## src/rtl/bsort_pkg.sv

```systemverilog
package bsort_pkg;

   // Stage number (1-based) of a flat comparator level index.
   function automatic int level_stage(input int lvl);
      int s;
      int rem;
      s   = 1;
      rem = lvl;
      for (int k = 0; k < 64; k++) begin
         if (rem >= s) begin
            rem = rem - s;
            s   = s + 1;
         end
      end
      return s;
   endfunction

   // Lane distance between the two keys a cell compares on this level.
   function automatic int level_dist(input int lvl);
      int s;
      int rem;
      s   = 1;
      rem = lvl;
      for (int k = 0; k < 64; k++) begin
         if (rem >= s) begin
            rem = rem - s;
            s   = s + 1;
         end
      end
      return 1 << (s - 1 - rem);
   endfunction

   // Width of the run being merged on this level; lane bit selects sense.
   function automatic int level_block(input int lvl);
      return 1 << level_stage(lvl);
   endfunction

   function automatic int level_total(input int lanes_log2);
      return lanes_log2 * (lanes_log2 + 1) / 2;
   endfunction

endpackage

```

## src/rtl/bsort_cas.sv

```systemverilog
module bsort_cas #(
   parameter int W = 16
) (
   input  logic [W-1:0] a,
   input  logic [W-1:0] b,
   input  logic         up,
   output logic [W-1:0] lo,
   output logic [W-1:0] hi
);
   logic swap;

   always_comb begin
      swap = up ? (a > b) : (a < b);
      lo   = swap ? b : a;
      hi   = swap ? a : b;
   end
endmodule

```

## src/rtl/bsort_level.sv

```systemverilog
module bsort_level #(
   parameter int LANES = 8,
   parameter int W     = 16,
   parameter int DIST  = 1,
   parameter int BLOCK = 2
) (
   input  logic                 desc,
   input  logic [LANES*W-1:0]   d_in,
   output logic [LANES*W-1:0]   d_out
);
   for (genvar i = 0; i < LANES; i++) begin : g_lane
      if ((i & DIST) == 0) begin : g_cell
         localparam bit RISING = ((i & BLOCK) == 0);
         bsort_cas #(.W(W)) u_cas (
            .a  (d_in[i*W +: W]),
            .b  (d_in[(i+DIST)*W +: W]),
            .up (RISING ^ desc),
            .lo (d_out[i*W +: W]),
            .hi (d_out[(i+DIST)*W +: W])
         );
      end
   end
endmodule

```

## src/rtl/bsort_segment.sv

```systemverilog
module bsort_segment #(
   parameter int LANES = 8,
   parameter int W     = 16,
   parameter int FIRST = 0,
   parameter int NLVL  = 2
) (
   input  logic                 clk,
   input  logic                 rst,
   input  logic                 v_in,
   input  logic                 dir_in,
   input  logic [LANES*W-1:0]   d_in,
   output logic                 v_out,
   output logic                 dir_out,
   output logic [LANES*W-1:0]   d_out
);
   logic [LANES*W-1:0] chain [0:NLVL];

   assign chain[0] = d_in;

   for (genvar j = 0; j < NLVL; j++) begin : g_lvl
      bsort_level #(
         .LANES (LANES),
         .W     (W),
         .DIST  (bsort_pkg::level_dist(FIRST + j)),
         .BLOCK (bsort_pkg::level_block(FIRST + j))
      ) u_lvl (
         .desc  (dir_in),
         .d_in  (chain[j]),
         .d_out (chain[j+1])
      );
   end

   always_ff @(posedge clk) begin
      if (rst) v_out <= 1'b0;
      else     v_out <= v_in;
   end

   always_ff @(posedge clk) begin
      if (v_in) begin
         d_out   <= chain[NLVL];
         dir_out <= dir_in;
      end
   end
endmodule

```

## src/rtl/bitonic_sort8_pipe.sv

```systemverilog
module bitonic_sort8_pipe #(
   parameter int LANES       = 8,
   parameter int KEY_W       = 16,
   parameter int LVL_PER_SEG = 2
) (
   input  logic                     clk,
   input  logic                     rst,
   input  logic                     in_valid,
   input  logic                     in_desc,
   input  logic [LANES*KEY_W-1:0]   key_in,
   output logic                     out_valid,
   output logic                     out_desc,
   output logic [LANES*KEY_W-1:0]   key_out
);
   localparam int LOG2L   = $clog2(LANES);
   localparam int NLVL    = bsort_pkg::level_total(LOG2L);
   localparam int NSEG    = (NLVL + LVL_PER_SEG - 1) / LVL_PER_SEG;
   localparam int LATENCY = NSEG;

   if (LANES < 2 || (LANES & (LANES - 1)) != 0) begin : g_bad_lanes
      $error("LANES must be a power of two, at least 2");
   end
   if (KEY_W < 1) begin : g_bad_width
      $error("KEY_W must be at least 1");
   end
   if (LVL_PER_SEG < 1) begin : g_bad_split
      $error("LVL_PER_SEG must be at least 1");
   end

   logic                   v_s   [0:NSEG];
   logic                   dir_s [0:NSEG];
   logic [LANES*KEY_W-1:0] dat_s [0:NSEG];

   assign v_s[0]   = in_valid;
   assign dir_s[0] = in_desc;
   assign dat_s[0] = key_in;

   for (genvar g = 0; g < NSEG; g++) begin : g_seg
      localparam int FIRST = g * LVL_PER_SEG;
      localparam int CNT   = (NLVL - FIRST < LVL_PER_SEG) ? (NLVL - FIRST) : LVL_PER_SEG;
      bsort_segment #(
         .LANES (LANES),
         .W     (KEY_W),
         .FIRST (FIRST),
         .NLVL  (CNT)
      ) u_seg (
         .clk     (clk),
         .rst     (rst),
         .v_in    (v_s[g]),
         .dir_in  (dir_s[g]),
         .d_in    (dat_s[g]),
         .v_out   (v_s[g+1]),
         .dir_out (dir_s[g+1]),
         .d_out   (dat_s[g+1])
      );
   end

   assign out_valid = v_s[NSEG];
   assign out_desc  = dir_s[NSEG];
   assign key_out   = dat_s[NSEG];
endmodule

```

## config.mk

```make
export PLATFORM = sky130hd
export DESIGN_NAME = bitonic_sort8_pipe
export DESIGN_NICKNAME = d
export VERILOG_FILES = /design/src/rtl/bsort_pkg.sv /design/src/rtl/bsort_cas.sv /design/src/rtl/bsort_level.sv /design/src/rtl/bsort_segment.sv /design/src/rtl/bitonic_sort8_pipe.sv
export SDC_FILE = /design/constraint.sdc
export NUM_CORES = 1
export LEC_CHECK = 0
export ABC_AREA = 1
export BUFFER_PORTS_ARGS = -buffer_cell sky130_fd_sc_hd__clkbuf_2
export CORE_AREA = 5 5 274 276
export DETAILED_ROUTE_END_ITERATION = 8
export DIE_AREA = 0 0 279 281
export PLACE_DENSITY = 0.63
export SLEW_MARGIN = 15
export SYNTH_ARGS = -nofsm -noshare
export SYNTH_HDL_FRONTEND = slang
export SYNTH_SLANG_ARGS = --single-unit
```

## constraint.sdc

```tcl
create_clock -name clk -period 4.7 [get_ports clk]
set_input_delay 0 -clock clk [delete_from_list [all_inputs] [get_ports clk]]
set_output_delay 0 -clock clk [all_outputs]
set_load 0.02 [all_outputs]
```

[After elaboration in Yosys (flattened, before gate mapping)]
Index checks and enable logic that the tools add are counted.
Storage, ports and cells
  input bits: 132
  flip-flop bits (word level): 390
Operators by class
  order comparisons: 48
  muxes and demuxes: 72
Operators by type and width (count)
  16-bit 2-to-1 mux: 48
  16-bit greater-than comparator: 24
  16-bit < comparator: 24
  1-bit 2-to-1 mux: 24

[Longest topological paths before layout]
Gate-level depths: netlist (run 1).
  depth in word-level cells: 6
  depth in mapped cells: 32
  depth with buffers taken out: 30

[Modules after synthesis]
From an unflattened synthesis (run 1), not the netlist that was laid out.
Second synthesis, totals
  cells, all modules: 4770
  area total of the unflattened synthesis: 40111.0 um^2
Modules (own cells, without submodules)
  bsort_cas: sequential area each 0.0 um^2, instances 24, cells each 182, area an instance 1182.4 um^2
  bsort_segment: sequential area each 3893.7 um^2, instances 3, cells each 132, area an instance 3903.7 um^2
  bsort_level: sequential area each 0.0 um^2, instances 6, cells each 1, area an instance 3.8 um^2

[Worst setup path after synthesis (run 1)]
Ideal clock, no wire load.
  path kind: register to register
  start: register g_seg[0].u_seg.v_out
  end: register g_seg[1].u_seg.d_out[0] (enable)
  arrival time: 3112 ps
  cell stages (with the launch flop): 1
  required time: 4200 ps
  setup slack: 1087 ps
  path buffers: 0
  cell sequence: dfxtp_1
RTL lines
  start: declaration: line bsort_segment.sv:12  | output logic v_out,
  start signal: assignment: line bsort_segment.sv:35  | else v_out <= v_in;
  end signal: assignment: line bsort_segment.sv:40  | d_out <= chain[NLVL];
  end: declaration: line bsort_segment.sv:14  | output logic [LANES*W-1:0] d_out
No word-level cell between the ends.

==> flow_summary.json, run 1 <==
{
  "outcome": "finished clean",
  "sequential_cell_area_um2": 11690,
  "via_count": 34343,
  "detail_route.first_pass.iterations": 6,
  "area_growth_syn_to_layout_pct": 15.00,
  "tritoncts": "yes",
  "totalPowerFinal_mw": 31.13,
  "finished_core_util_pct": 55.54,
  "globalRoute.totalOverflow": 0,
  "synth_area_leaders": "sky130_fd_sc_hd__edfxtp_1 33%, sky130_fd_sc_hd__nand3_1 17%, sky130_fd_sc_hd__nand2_1 15%",
  "route.final.wire_length_mm": 121.2,
  "vias_in_the_first_global_route": 31614,
  "dp_hpwl_mm": 96.35,
  "fillerInstances": 7007,
  "synth_ff_type": "sky130_fd_sc_hd__edfxtp_1",
  "worst-r2r-setup-slack_ns": 0.39,
  "netlist-cell-type-count": 33,
  "worst_path_largest_cell_delay_ns": 0.57,
  "drt.antenna.violating_nets": 0,
  "core_um2": 72340,
  "hold_violations": 0,
  "largest_voltage_drop_on_the_vdd_net_uv": 589.9,
  "worst-r2r-cell-count": 21,
  "initial_utilization_pct": 48.30,
  "synthesis.nets": 5340,
  "total_leakage_power_nw": 20.61,
  "place.gp.congestion": 1.031,
  "synthesis.yosys.warnings": 0,
  "synth_commonest_cells": "1,407 x sky130_fd_sc_hd__nand2_1, 1,205 x sky130_fd_sc_hd__nand3_1, 516 x sky130_fd_sc_hd__inv_1, 387 x sky130_fd_sc_hd__edfxtp_1, 384 x sky130_fd_sc_hd__ha_1",
  "vias_per_cell": 5.617,
  "critical_path_required_ns": 5.02,
  "worstSkewPairLatency_ns": 0.59,
  "max_slew.worst_pin.slew_ns": 0.7662,
  "regToRegEndpoint": "g_seg[2].u_seg.d_out[64]",
  "layout.cells.non_filler": 6114,
  "number_of_antenna_violations_at_the_first_check_in_global_routing": 1,
  "timing.hold.worst.class": "in2reg",
  "critPathSlowestCell": "sky130_fd_sc_hd__dlygate4sd3_1",
  "clockBufferDepth": 3,
  "postSynthCellCount": 4824,
  "yosysTopAreaCell": "sky130_fd_sc_hd__edfxtp_1",
  "floorplan.die.width_um": 279,
  "worst_ep_arrival_time_ns": 4.91,
  "multi_input_comb_area_um2": 19500,
  "synth_async_sr_flop_share_pct": 0,
  "max_slew_margin_pct": 48.92,
  "yosysMostFrequentCell": "sky130_fd_sc_hd__nand2_1",
  "clock.fmax_mhz": 217.8,
  "grt_first_pass_wirelength_mm": 183.7,
  "seq_area_frac_synth_pct": 33.43,
  "critical_path_depth": 27,
  "drive_above_1_share_pct": 9.255,
  "synth-edff-count": 387,
  "startpoint": "key_in[85]",
  "worst_path_most_repeated_cell": "sky130_fd_sc_hd__nand2_1",
  "crit_type": "in2reg",
  "finalNetCount": 5638,
  "boundaryPins": 262,
  "crit_path_start_kind": "primary input",
  "critPathCapture": "g_seg[0].u_seg.d_out[109]",
  "cts.root.buffer_cell": "sky130_fd_sc_hd__clkbuf_16",
  "placementRows": 99,
  "die_area_um2": 78400,
  "synth_seq_cells": 390,
  "io_buffer_count": 261,
  "critical_path_s_top_delay_family": "buffers and inverters",
  "total_standard_cell_area_after_synthesis_um2": 34940,
  "dpl.cell_count": 5810,
  "clock_buffer_count_from_cts": 44,
  "drc_errors_left": 0,
  "groute.usage.overall_pct": 29.75,
  "die_height_um": 281,
  "timing.clock.skew_ns": 0.03246,
  "critical_path.max_fanout": 16,
  "finalCriticalPeriod_ns": 4.591,
  "min_period_over_period_pct": 97.67,
  "drt_first_iter_violations": 3618,
  "syn_avg_cell_area_um2": 7.243,
  "maxCapViolations": 0,
  "htree_num_levels": 2,
  "post_drt_wl_per_cell_um": 19.82,
  "timing.final.setup_violations": 0,
  "clock_sinks": 390,
  "endpoint_kind": "flop",
  "report.final.slew_viol_count": 0,
  "critical_path.n_buffers_inverters": 9,
  "maximum_number_of_pins_on_one_net_before_global_route_repair": 131,
  "fraction_of_synthesized_cell_area_taken_by_the_top_area_cell_type_pct": 33.26,
  "regToRegStartpoint": "g_seg[1].u_seg.d_out[111]",
  "power_density_nw_per_um2": 774.8,
  "cts.reportedPaths.clkPinSlew_ns": 0.06
}
-- where the power goes --
| part | leakage [nW] | switching (mW) | internal [mW] |
|---|---|---|---|
| logic | 16.3 | 14.0 | 7.06 |
| registers | 3.68 | 0.599 | 6.09 |
| clock network | 0.665 | 1.42 | 1.92 |
| total | 20.6 | 16.1 | 15.1 |
-- flip-flops by register name (all words and copies together), names as in the netlist --
signal,count
g_seg.u_seg.v_out,3
g_seg.u_seg.dir_out,3
g_seg.u_seg.d_out,384
-- worst min-delay path, cell delays in order --
cell and delay, ns:
sky130_fd_sc_hd__clkbuf_2 0.08, sky130_fd_sc_hd__inv_1 0.09, sky130_fd_sc_hd__nand2_2 0.11, sky130_fd_sc_hd__nand3_1 0.07
sky130_fd_sc_hd__nand2_1 0.11
-- kinds of logic (layout without fill, tap and decap cells) --
group                    count (synthesis)  after routing  synth area share, %
AND/OR/NAND/NOR                       2991           2993                38.30
flip-flops                             390            390                33.43
AO/OA/AOI/OAI                          214            214                3.277
buffers and inverters                  845           1173                11.24
other                                    0              1                    0
adder cells (fa/ha/maj)                384            384                13.75
-- worst min path at each step --
stage | depth (start not counted) | slack [ns] | startpoint | to
6_report | 5 | 0.02 | key_in[125] | g_seg[0].u_seg.d_out[77]
5_1_grt | 5 | 0.03 | key_in[125] | g_seg[0].u_seg.d_out[77]
3_5_place_dp | 2 | 0.20 | rst | g_seg[1].u_seg.v_out
2_1_floorplan | 1 | 0.07 | rst | g_seg[0].u_seg.v_out
4_1_cts | 5 | 0.006 | key_in[114] | g_seg[0].u_seg.d_out[66]
3_3_place_gp | 2 | 0.20 | rst | g_seg[1].u_seg.v_out
-- layout make-up --
cell class / count / share of cell area [%]
Tap cell: 959 / 2.986
Timing Repair Buffer: 560 / 10.94
Inverter: 535 / 5.023
Multi-Input combinational cell: 3591 / 48.54
Sequential cell: 390 / 29.09
Antenna cell: 1 / 0.006228
Clock inverter: 26 / 0.5481
Clock buffer: 52 / 2.868
-- repair_timing --
| action | CTS | global route |
|---|---|---|
| hold endpoints to repair | 121 | 0 |
| buffers inserted | 0 | 2 |
| setup endpoints to repair | 0 | 103 |
| hold buffers | 216 | 0 |
| resized for setup | 0 | 67 |
-- stage by stage --
stage                     cell area (um2)  setup TNS, ns  hold WS, ns  setup WS [ns]
after floorplan                     34940              0      0.07118          1.087
after global placement              36220              0       0.2038         0.3914
after detailed placement            36220              0       0.2026         0.3375
after CTS                           39750              0     0.006408        0.01569
after global routing                40180        -0.2864      0.02551       -0.06214
final                               40180              0      0.01837         0.1093
-- metal layers --
layer  GRT usage [%]  up-vias  wire, um  part of all wire [%]
met5               0        -         9                0.0074
met4           10.95        2      5647                   4.7
met3           4.004      316      9237                   7.6
met2           49.14     1633     55620                    46
met1           40.19    15775     50670                    42
li1                -    16617         -                     -
-- placed cells by master, fill, tap and decap left out, types with 2 or more instances in the layout --
cell / n
sky130_fd_sc_hd__nand4_1: 31
sky130_fd_sc_hd__and2_1: 192
sky130_fd_sc_hd__dlygate4sd3_1: 216
sky130_fd_sc_hd__inv_6: 3
sky130_fd_sc_hd__a21oi_2: 4
sky130_fd_sc_hd__a21boi_1: 4
sky130_fd_sc_hd__a21o_1: 20
sky130_fd_sc_hd__edfxtp_1: 387
sky130_fd_sc_hd__dfxtp_4: 2
sky130_fd_sc_hd__clkinv_1: 12
sky130_fd_sc_hd__buf_4: 59
sky130_fd_sc_hd__nor2_2: 11
sky130_fd_sc_hd__buf_12: 15
sky130_fd_sc_hd__o21ai_1: 14
sky130_fd_sc_hd__buf_6: 3
sky130_fd_sc_hd__clkinvlp_4: 3
sky130_fd_sc_hd__clkbuf_2: 260
sky130_fd_sc_hd__clkinv_4: 2
sky130_fd_sc_hd__ha_1: 383
sky130_fd_sc_hd__clkinv_2: 6
sky130_fd_sc_hd__nand2_2: 19
sky130_fd_sc_hd__bufinv_16: 3
sky130_fd_sc_hd__o21ai_0: 22
sky130_fd_sc_hd__buf_8: 2
sky130_fd_sc_hd__nand2_4: 4
sky130_fd_sc_hd__clkbuf_16: 50
sky130_fd_sc_hd__nor3_1: 2
sky130_fd_sc_hd__nor2_1: 125
sky130_fd_sc_hd__a21oi_1: 144
sky130_fd_sc_hd__nand2_1: 1395
sky130_fd_sc_hd__nand3_1: 1201
sky130_fd_sc_hd__inv_1: 516
sky130_fd_sc_hd__clkbuf_1: 7
sky130_fd_sc_hd__nand3_2: 5
sky130_fd_sc_hd__nor3_2: 3
sky130_fd_sc_hd__inv_4: 4
sky130_fd_sc_hd__nand2_8: 2
sky130_fd_sc_hd__inv_2: 12
sky130_fd_sc_hd__a31oi_1: 2
(Power assumes the default switching activity.)
==> inputs of run 2 (changes only) <==
==> constraint.sdc (replaced) <==
create_clock -name clk -period 4.9 [get_ports clk]
set_input_delay 0 -clock clk [delete_from_list [all_inputs] [get_ports clk]]
set_output_delay 0 -clock clk [all_outputs]
set_load 0.02 [all_outputs]
==> run 2 against run 1 <==
- largest power group unchanged
- global-route usage fell by 0.26 points
- setup slack improved by 0.10 ns
- critical endpoint is now g_seg[0].u_seg.d_out[114]
- hold slack improved by 0.012 ns
- largest cell class unchanged
- critical path depth did not move
- sequential power fell by 3.7%
- highest routed layer is now met4
- register-to-register slack got worse by 0.03 ns
- clock skew rose by 0.015 ns
- non-clock buffer count rose by 6
==> flow_summary.json, run 2 (same netlist as run 1, synthesis figures left out) <==
{
  "critical_path_required_ns": 5.23,
  "layout.cells.most_common": "sky130_fd_sc_hd__nand2_1",
  "finished_core_util_pct": 55.33,
  "detail_route.first_pass.iterations": 8,
  "die_area_um2": 78400,
  "initial_utilization_pct": 48.30,
  "drt_first_iter_violations": 3569,
  "cts.root.buffer_cell": "sky130_fd_sc_hd__clkbuf_16",
  "die_height_um": 281,
  "place.gp.congestion": 1.012,
  "htree_num_levels": 2,
  "hold_violations": 0,
  "floorplan.die.width_um": 279,
  "multi_input_comb_area_um2": 19380,
  "critical_path.max_fanout": 32,
  "maximum_number_of_pins_on_one_net_before_global_route_repair": 131,
  "via_count": 34229,
  "regMostFlops": "g_seg.u_seg.d_out",
  "largest_voltage_drop_on_the_vdd_net_uv": 514.4,
  "drt.antenna.violating_nets": 0,
  "hold-worst-slack_ns": 0.03004,
  "report.final.slew_viol_count": 0,
  "route.final.wire_length_mm": 119.3,
  "sequential_cell_area_um2": 11690,
  "maxCapViolations": 0,
  "max_slew_margin_pct": 46.72,
  "crit_type": "in2reg",
  "finalNetCount": 5642,
  "clock.fmax_mhz": 213.2,
  "layout_top_registers": "g_seg.u_seg.d_out (384), g_seg.u_seg.dir_out (3), g_seg.u_seg.v_out (3)",
  "timing.hold.worst.class": "in2reg",
  "min_period_over_period_pct": 95.73,
  "largest_register_ff_count": 384,
  "worst_path_most_repeated_cell": "sky130_fd_sc_hd__nand2_1",
  "boundaryPins": 262,
  "endpoint_kind": "flop",
  "final_design_area_no_fill_um2": 40030,
  "drive_above_1_share_pct": 8.647,
  "finalCriticalPeriod_ns": 4.691,
  "total_leakage_power_nw": 20.54,
  "globalRoute.totalOverflow": 0,
  "clock_sinks": 390,
  "area_growth_syn_to_layout_pct": 14.57,
  "power_density_nw_per_um2": 741.5,
  "clock_buffer_count_from_cts": 44,
  "core_um2": 72340,
  "critical_path_s_top_delay_family": "buffers and inverters",
  "crit_path_start_kind": "primary input",
  "outcome": "finished clean",
  "layout.cells.non_filler": 6119,
  "worst_path_largest_cell_delay_ns": 0.56,
  "critPathSlowestCell": "sky130_fd_sc_hd__dlygate4sd3_1",
  "grt_first_pass_wirelength_mm": 182.2,
  "placementRows": 99,
  "timing.clock.skew_ns": 0.04746,
  "most_frequent_cells_in_the_layout": "1,403 x sky130_fd_sc_hd__nand2_1, 1,204 x sky130_fd_sc_hd__nand3_1, 516 x sky130_fd_sc_hd__inv_1",
  "cts_setup_buffers": 0,
  "clockBufferDepth": 3,
  "worstSkewPairLatency_ns": 0.62,
  "vias_per_cell": 5.594,
  "drc_errors_left": 0,
  "total_cell_area_at_the_placement_stage_um2": 36170,
  "dpl.cell_count": 5807,
  "post_drt_wl_per_cell_um": 19.50,
  "timing.final.setup_violations": 0,
  "tritoncts": "yes",
  "cts.reportedPaths.clkPinSlew_ns": 0.06,
  "dp_hpwl_mm": 94.87,
  "io_buffer_count": 261,
  "critical_path.n_buffers_inverters": 7,
  "max_slew.worst_pin.slew_ns": 0.7993,
  "groute.usage.overall_pct": 29.49,
  "number_of_antenna_violations_at_the_first_check_in_global_routing": 3,
  "fillerInstances": 7012,
  "vias_in_the_first_global_route": 31669,
  "worst_ep_arrival_time_ns": 5.02
}
[run 2: cell types whose count changed in the layout (fill, tap and decap cells not counted), sizes merged, moves of 2 or more]
cell         previous run  this run
clkinvlp                3         6
clkbuf                317       307
nand2                1420      1418
buf                    79        74
dlygate4sd3           216       232
[run 2: per-stage QoR]
step | total power [mW] | setup TNS [ns] | setup slack [ns]
2_1_floorplan | 20.19 | 0 | 1.287
6_report | 29.68 | 0 | 0.2092
3_3_place_gp | 25.45 | 0 | 0.5748
3_5_place_dp | 25.60 | 0 | 0.5256
4_1_cts | 29.38 | 0 | 0.01474
5_1_grt | 32.23 | -0.02608 | -0.02608
[run 2: tightest hold or removal path: stages]
cell and delay, ns:
sky130_fd_sc_hd__clkbuf_2 0.08, sky130_fd_sc_hd__inv_1 0.08, sky130_fd_sc_hd__nand2_1 0.11, sky130_fd_sc_hd__nand3_1 0.07, sky130_fd_sc_hd__nand2_1 0.14
[run 2: path summary, 6_finish.rpt]
path	from	endpoint	slack [ns]	cells after the start
worst max-delay path	key_in[95]	g_seg[0].u_seg.d_out[114]	0.21	27
worst min-delay path	key_in[114]	g_seg[0].u_seg.d_out[66]	0.03	5
worst max register to register	g_seg[1].u_seg.d_out[35]	g_seg[2].u_seg.d_out[28]	0.36	23
worst min register to register	g_seg[1].u_seg.v_out	g_seg[2].u_seg.v_out	0.72	3
[run 2: where the power goes]
part / internal (mW) / switching, mW
clock: 1.87 / 1.42
sequential: 5.84 / 0.601
combinational: 6.66 / 13.3
total: 14.4 / 15.3
[run 2: cell type report]
type                    instances  area share [%]
diodes                          2         0.01250
clock buffers                  47           2.779
well taps                     959           2.998
inverters                     535           5.029
multi-input cells            3589           48.42
repair buffers                566           10.79
clock inverters                31          0.7658
flip-flops and latches        390           29.20
[run 2: repair_timing]
item	in CTS	in global routing
endpoints found under the hold margin	176	0
endpoints found under the setup margin	0	44
hold buffers	232	0
resized for setup	0	29
[run 2: routing by layer]
metal	GRT usage, %	wire length [um]	share of wire, %
met4	10.78	5114	4.3
met5	0	0	0
met1	38.63	49220	41
met3	4.619	9229	7.7
met2	49.73	55760	47
